### src/rtl/exp_seq_pkg.sv
package exp_seq_pkg;
  typedef enum logic [1:0] {
    ST_IDLE  = 2'd0,
    ST_INTEG = 2'd1,
    ST_DRAIN = 2'd2,
    ST_FOT   = 2'd3
  } seq_state_e;
endpackage

### src/rtl/exp_deglitch.sv
module exp_deglitch #(
  parameter int SYNC_STAGES = 2,
  parameter int HOLD_CYCLES = 15
) (
  input  logic clk_i,
  input  logic rst_ni,
  input  logic pin_i,
  output logic level_o
);
  localparam int CW = $clog2(HOLD_CYCLES + 1);
  localparam logic [CW-1:0] RUN_LAST = CW'(HOLD_CYCLES - 1);

  logic [SYNC_STAGES-1:0] chain_q;
  logic                   filt_q;
  logic [CW-1:0]          run_q;
  logic                   sync_lvl;

  assign sync_lvl = chain_q[SYNC_STAGES-1];
  assign level_o  = filt_q;

  always_ff @(posedge clk_i or negedge rst_ni) begin
    if (!rst_ni) begin
      chain_q <= '0;
      filt_q  <= 1'b0;
      run_q   <= '0;
    end else begin
      chain_q <= {chain_q[SYNC_STAGES-2:0], pin_i};
      if (sync_lvl == filt_q) begin
        run_q <= '0;
      end else if (run_q == RUN_LAST) begin
        filt_q <= sync_lvl;
        run_q  <= '0;
      end else begin
        run_q <= run_q + 1'b1;
      end
    end
  end

  // filtered level only ever moves to the synchronized level
  assert_filt_follows_R1: assert property (@(posedge clk_i) disable iff (!rst_ni)
    !$stable(filt_q) |-> ($past(sync_lvl) == filt_q));

  assert_run_bound_R1: assert property (@(posedge clk_i) disable iff (!rst_ni)
    run_q <= RUN_LAST);
endmodule

### src/rtl/exp_fot_ctrl.sv
module exp_fot_ctrl
  import exp_seq_pkg::*;
#(
  parameter int FOT_CYCLES    = 32,
  parameter int SAMPLE_CYCLES = 4
) (
  input  logic clk_i,
  input  logic rst_ni,
  input  logic e1_i,
  input  logic e2_i,
  input  logic ds_en_i,
  input  logic ro_busy_i,
  input  logic line_done_i,
  output logic pix_reset_o,
  output logic pix_reset_ds_o,
  output logic pix_sample_o,
  output logic fot_o,
  output logic ro_abort_o,
  output logic ds_err_o
);
  localparam int CW = $clog2(FOT_CYCLES);
  localparam logic [CW-1:0] FOT_LAST   = CW'(FOT_CYCLES - 1);
  localparam logic [CW-1:0] SAMPLE_END = CW'(SAMPLE_CYCLES);

  seq_state_e    state_q, state_d;
  logic [CW-1:0] fot_cnt_q;
  logic          e1_q, e2_q;
  logic          ds_go_q, ds_err_q;
  logic          rise1, fall1, rise2, fot_last;

  assign rise1    = e1_i & ~e1_q;
  assign fall1    = ~e1_i & e1_q;
  assign rise2    = e2_i & ~e2_q;
  assign fot_last = (state_q == ST_FOT) && (fot_cnt_q == FOT_LAST);

  always_comb begin
    state_d = state_q;
    unique case (state_q)
      ST_IDLE:  if (rise1) state_d = ST_INTEG;
      ST_INTEG: if (fall1) state_d = ro_busy_i ? ST_DRAIN : ST_FOT;
      ST_DRAIN: if (line_done_i || !ro_busy_i) state_d = ST_FOT;
      ST_FOT:   if (fot_last) state_d = ST_IDLE;
      default:  state_d = ST_IDLE;
    endcase
  end

  always_ff @(posedge clk_i or negedge rst_ni) begin
    if (!rst_ni) begin
      state_q   <= ST_IDLE;
      fot_cnt_q <= '0;
      e1_q      <= 1'b0;
      e2_q      <= 1'b0;
      ds_go_q   <= 1'b0;
      ds_err_q  <= 1'b0;
    end else begin
      state_q <= state_d;
      e1_q    <= e1_i;
      e2_q    <= e2_i;
      if (state_q == ST_FOT) fot_cnt_q <= fot_last ? '0 : fot_cnt_q + 1'b1;
      if (state_q == ST_IDLE) ds_go_q <= 1'b0;
      else if (state_q == ST_INTEG && ds_en_i && rise2) ds_go_q <= 1'b1;
      if (fot_last && ds_en_i && e2_i) ds_err_q <= 1'b1;
    end
  end

  assign pix_sample_o   = (state_q == ST_FOT) && (fot_cnt_q < SAMPLE_END);
  assign pix_reset_o    = (state_q == ST_IDLE) ||
                          ((state_q == ST_FOT) && (fot_cnt_q >= SAMPLE_END));
  assign pix_reset_ds_o = ds_en_i && (state_q == ST_INTEG) && !ds_go_q;
  assign fot_o          = (state_q == ST_FOT);
  assign ro_abort_o     = (state_q == ST_DRAIN);
  assign ds_err_o       = ds_err_q;

  assert_sample_in_fot_R4: assert property (@(posedge clk_i) disable iff (!rst_ni)
    pix_sample_o |-> fot_o);

  assert_abort_vs_fot_R5: assert property (@(posedge clk_i) disable iff (!rst_ni)
    !(ro_abort_o && fot_o));

  assert_fot_entry_R3: assert property (@(posedge clk_i) disable iff (!rst_ni)
    (state_q == ST_FOT && $past(state_q) != ST_FOT) |->
      ($past(state_q) == ST_INTEG || $past(state_q) == ST_DRAIN));

  assert_integ_from_idle_R8: assert property (@(posedge clk_i) disable iff (!rst_ni)
    (state_q == ST_INTEG && $past(state_q) != ST_INTEG) |-> $past(state_q) == ST_IDLE);

  assert_err_sticky_R9: assert property (@(posedge clk_i) disable iff (!rst_ni)
    $past(ds_err_q) |-> ds_err_q);
endmodule

### src/rtl/exp_ds_sequencer.sv
module exp_ds_sequencer #(
  parameter int SYNC_STAGES   = 2,
  parameter int HOLD_CYCLES   = 15,
  parameter int FOT_CYCLES    = 32,
  parameter int SAMPLE_CYCLES = 4
) (
  input  logic clk_i,
  input  logic rst_ni,
  input  logic exp1_i,
  input  logic exp2_i,
  input  logic ds_en_i,
  input  logic ro_busy_i,
  input  logic line_done_i,
  output logic pix_reset_o,
  output logic pix_reset_ds_o,
  output logic pix_sample_o,
  output logic fot_o,
  output logic ro_abort_o,
  output logic ds_err_o
);
  localparam int NUM_PINS = 2;

  logic [NUM_PINS-1:0] pins, lvl;
  assign pins = {exp2_i, exp1_i};

  for (genvar g = 0; g < NUM_PINS; g++) begin : g_pin
    exp_deglitch #(
      .SYNC_STAGES(SYNC_STAGES),
      .HOLD_CYCLES(HOLD_CYCLES)
    ) u_dg (
      .clk_i  (clk_i),
      .rst_ni (rst_ni),
      .pin_i  (pins[g]),
      .level_o(lvl[g])
    );
  end

  exp_fot_ctrl #(
    .FOT_CYCLES   (FOT_CYCLES),
    .SAMPLE_CYCLES(SAMPLE_CYCLES)
  ) u_ctrl (
    .clk_i         (clk_i),
    .rst_ni        (rst_ni),
    .e1_i          (lvl[0]),
    .e2_i          (lvl[1]),
    .ds_en_i       (ds_en_i),
    .ro_busy_i     (ro_busy_i),
    .line_done_i   (line_done_i),
    .pix_reset_o   (pix_reset_o),
    .pix_reset_ds_o(pix_reset_ds_o),
    .pix_sample_o  (pix_sample_o),
    .fot_o         (fot_o),
    .ro_abort_o    (ro_abort_o),
    .ds_err_o      (ds_err_o)
  );
endmodule

### config.mk
export PLATFORM = sky130hd
export DESIGN_NAME = exp_ds_sequencer
export DESIGN_NICKNAME = d
export VERILOG_FILES = /design/src/rtl/exp_seq_pkg.sv /design/src/rtl/exp_deglitch.sv /design/src/rtl/exp_fot_ctrl.sv /design/src/rtl/exp_ds_sequencer.sv
export SDC_FILE = /design/constraint.sdc
export NUM_CORES = 1
export LEC_CHECK = 0
export BUFFER_PORTS_ARGS = -buffer_cell sky130_fd_sc_hd__buf_2
export CAP_MARGIN = 0
export CORE_ASPECT_RATIO = 0.6
export CORE_MARGIN = 10
export CORE_UTILIZATION = 28
export CTS_CLUSTER_SIZE = 20
export DETAILED_ROUTE_END_ITERATION = 6
export PLACE_DENSITY_LB_ADDON = 0.2
export SLEW_MARGIN = 20
export SYNTH_ARGS = -nofsm -noshare
export SYNTH_HDL_FRONTEND = slang
export SYNTH_SLANG_ARGS = --single-unit
export TNS_END_PERCENT = 20
### constraint.sdc
create_clock -name clk_i -period 1.9 [get_ports clk_i]
set_clock_uncertainty 0.15 [all_clocks]
set_input_delay 0.285 -clock clk_i [delete_from_list [all_inputs] [get_ports clk_i]]
set_output_delay 0.285 -clock clk_i [all_outputs]
set_load 0.05 [all_outputs]
==> PnR_summary.wiki <==
{| class="wikitable"
! Metric !! Value
|-
| Result of the run || finished, final reports clean
|-
| Mean number of vias per cell || 4.16
|-
| Largest incremental delay on the critical path || 410 ps
|-
| Clock root buffer master || clkbuf_8
|-
| Global-route wire length before repair || 3640 µm
|-
| TritonCTS clock tree || done
|-
| Routability cong. || 0.710
|-
| Unrepaired setup endpoints after global routing || true
|-
| Main flop type after synthesis || dfrtp_1
|-
| Crit Path Class || reg2reg
|-
| Width of the die || 104 µm
|-
| Cell-by-cell trace of the critical path || ha_2, and3_1, ha_2, nor2b_4, a31oi_4, o21ai_2, mux2_4
|-
| Sequential share of power || 0.360
|-
| Count of antenna diodes in the layout || 0
|-
| Endpoints failing setup || 0
|-
| Critical path fanouts, max || 3
|-
| Area of the core || 4100 µm²
|-
| Finished Cell Area || 1510 µm²
|-
| Clock-pin slew on the worst setup and hold paths || 90 ps
|-
| Initial antenna violation count || 0
|-
| Max-slew headroom at the worst pin || 0.635
|-
| Top cells by instance count after synthesis || 25 x dfrtp_1, 11 x ha_1, 11 x inv_1
|-
| Cell Int Power || 1.21 mW
|-
| Drt drc || 0
|-
| Buffer count from post-CTS setup fixing || 0
|-
| Insertion delay of the later-clocked pin in the worst-skew pair || 270 ps
|-
| Layout cells sized above 1 || 0.317
|-
| Final critical-path required period || 1840 ps
|-
| Syn Inst Count || 103
|-
| Sum of routed wire length over all layers || 2180 µm
|-
| R2R Setup Slk || 60 ps
|-
| Count leader, synth || dfrtp_1
|-
| Post-synthesis to final-layout area growth || 27.3%
|-
| Most area-hungry cell type in the Yosys netlist || dfrtp_1
|-
| Clock group share of total power || 0.154
|-
| Number of slew-limit violations in the final report || 0
|-
| Cell family with most CP delay || flip-flops
|-
| Overall global routing resource usage || 0.0614
|-
| F_max || 0.543 GHz
|-
| Vias in the first global route || 771
|-
| Worst Tran Pin Value || 547 ps
|-
| Distinct cell type count after synthesis || 31
|-
| Total buffers and inverters traversed by the critical path || 0
|-
| Number of fill cells || 421
|-
| Nature of the critical path startpoint || flop
|-
| Final HPWL DP || 1730 µm
|-
| Portion of synthesized cell area occupied by the leading cell type || 0.529
|-
| Critical Path End Type || flop
|-
| I/O Buffers || 12
|-
| Die outline area || 7310 µm²
|-
| Effective utilization at floorplan || 0.288
|-
| Starting DRC count in detailed routing || 20
|-
| Detailed-router iteration count before antenna repair || 4
|-
| Cell count along the critical path || 7
|-
| Fin crit share || 0.969
|-
| Total number of placement rows || 18
|-
| Power density of the placed cells || 1350 nW/µm²
|-
| Maximum number of pins on one net before global-route repair || 26
|-
| Leading post-synthesis cells by cell area || dfrtp_1 53%, ha_1 12%, inv_1 3.5%
|-
| Height of the chip || 70.3 µm
|-
| Kind of path behind the tightest hold check || in2reg
|-
| Non-filler cells in the finished layout || 186
|-
| DR vias || 774
|-
| Synthesized net count || 121
|-
| Proportion of register bits with asynchronous set or reset after synthesis || 1.00
|-
| Leakage || 0.721 nW
|-
| Number of synthesized register bits || 25
|-
| Placed Cells || 179
|-
| CTS sink cnt || 25
|-
| Clock H-tree levels || 1
|-
| Max VDD drop || 664 µV
|-
| Seq/Total Area, Yosys || 0.529
|-
| Power after layout || 2.03 mW
|-
| Worst hold path startpoint || ds_en_i
|-
| Setup slack at placement || 5.97 ps
|-
| Worst setup path start || u_ctrl.fot_cnt_q[1]$_DFFE_PN0P_
|-
| Warnings, synthesis || 0
|-
| Count of pins on the block boundary || 13
|-
| Longest Clk Path Bufs || 2
|-
| Critical Path RT || 1900 ps
|-
| Most frequent cell on the critical path || ha_2
|-
| End of the worst register-to-register path || u_ctrl.state_q[1]$_DFFE_PN0P_
|-
| Worst flop-to-flop path startpoint || u_ctrl.fot_cnt_q[1]$_DFFE_PN0P_
|-
| Average instance area after synthesis || 11.5 µm²
|-
| Remaining global-route overflow || 0
|-
| Cells on worst reg2reg path || 7
|-
| Max Cap Viol || 0
|-
| Critical path destination || u_ctrl.state_q[1]$_DFFE_PN0P_
|-
| Post-placement cell area || 1380 µm²
|-
| Power spent charging and discharging nets || 0.815 mW
|-
| Number of enable flip-flop cells after synthesis || 0
|-
| Final net count || 145
|-
| Hold Violations, Final || 0
|-
| Setup slack after layout || 59.2 ps
|-
| TritonCTS Buffers || 3
|-
| Standard cell with the maximum stage delay on the critical path || dfrtp_1
|-
| Synthesized area || 1180 µm²
|-
| Antenna viol nets, final || 0
|-
| Endpoint arrival time on the critical path || 1840 ps
|-
| Switching power share of the total || 0.402
|-
| Detailed-route wire length per cell || 11.7 µm
|-
| Proportion of power drawn by combinational gates || 0.486
|}
-- cell families (layout without fill, tap and decap cells) --
group           Yosys count  after routing  synth area share
simple gates             29             29             0.124
mux                       3              3            0.0317
buf+inv                  13             36            0.0423
fa+ha+maj                11             11             0.116
xor+xnor                  6              6            0.0444
flops                    25             25             0.529
compound gates           16             16             0.112
-- how the worst min path moves through the flow --
stage / slack [ps] / cells after the start / end
2_1_floorplan: -160 / 0 / g_pin[0].u_dg.chain_q[0]$_DFF_PN0_
3_3_place_gp: 160 / 1 / u_ctrl.e1_q$_DFF_PN0_
3_5_place_dp: 160 / 1 / u_ctrl.fot_cnt_q[0]$_DFFE_PN0P_
4_1_cts: 150 / 2 / u_ctrl.ds_err_o$_DFFE_PN0P_
5_1_grt: 150 / 2 / u_ctrl.ds_err_o$_DFFE_PN0P_
6_report: 160 / 2 / u_ctrl.ds_err_o$_DFFE_PN0P_
-- cell type report --
cell class / instances / area [µm²] / area share
Clock inverter: 1 / 7.51 / 0.00499
Timing Repair Buffer: 20 / 139 / 0.0923
Sequential cell: 25 / 628 / 0.417
Inverter: 12 / 45.0 / 0.0299
Tap cell: 60 / 75.1 / 0.0499
Multi-Input combinational cell: 65 / 569 / 0.378
Clock buffer: 3 / 41.3 / 0.0274
-- flip-flops by register name, indices dropped and copies added (netlist names) --
signal              cells
g_pin.u_dg.level_o      2
u_ctrl.state_q          2
u_ctrl.e1_q             1
g_pin.u_dg.run_q        8
u_ctrl.fot_cnt_q        5
u_ctrl.ds_err_o         1
g_pin.u_dg.chain_q      4
u_ctrl.e2_q             1
u_ctrl.ds_go_q          1
-- worst reg2reg max path, stage by stage, from the launching register on --
cell,delay (ps)
dfrtp_1,410
ha_2,180
and3_1,180
ha_2,200
nor2b_4,160
a31oi_4,50
o21ai_2,90
mux2_4,310
-- metal layers --
metal | vias up | track usage | wire (µm)
li1 | 397 | - | -
met1 | 364 | 0.0840 | 1190
met2 | 11 | 0.0819 | 872
met3 | 2 | 0.0229 | 78
met4 | 0 | 0.0276 | 34
met5 | - | 0 | 0
-- power by group through the flow --
stage	clock [mW]	sequential (mW)	combinational, mW
2_1_floorplan	0	0.720	0.672
3_3_place_gp	0	0.716	0.899
3_5_place_dp	0	0.721	0.908
4_1_cts	0.325	0.714	0.939
5_1_grt	0.354	0.740	1.08
6_report	0.313	0.729	0.984
-- layout by cell type, fill, tap and decap left out --
cell,n
clkbuf_8,3
nand2_1,6
nor4b_4,1
mux2_4,1
o21a_1,1
dlygate4sd3_1,3
ha_1,6
a31oi_4,1
nor3b_1,1
inv_1,9
o22ai_1,3
o31ai_1,1
xnor2_1,2
a21oi_2,1
xor2_1,4
buf_4,7
buf_6,1
a41oi_1,1
nand3_1,6
mux2_2,2
buf_2,9
clkinvlp_4,1
and3_1,1
o21ai_2,1
nor2b_4,1
a21oi_1,1
a41o_1,1
o21ai_0,2
o221ai_1,1
dfrtp_2,2
ha_2,2
dfrtp_1,23
nor2_1,10
nand2b_1,2
a211o_1,1
inv_2,3
a2bb2oi_1,1
ha_4,3
nor3b_2,1
-- stage by stage --
step                      hold WS, ps   util  setup TNS (ps)
final                             160  0.367               0
after global routing              149  0.367           -10.7
after CTS                         150  0.359           -28.3
after detailed placement          158  0.337               0
after global placement            162  0.337               0
after floorplan                  -161      -           -15.1
-- repair_timing --
item	4_1_cts	5_1_grt
setup endpoints to repair	4	4
endpoints found under the hold margin	27	0
pin swaps	0	0
gates resized for setup	5	9
hold buffers	3	0
(Power assumes the default switching activity.)
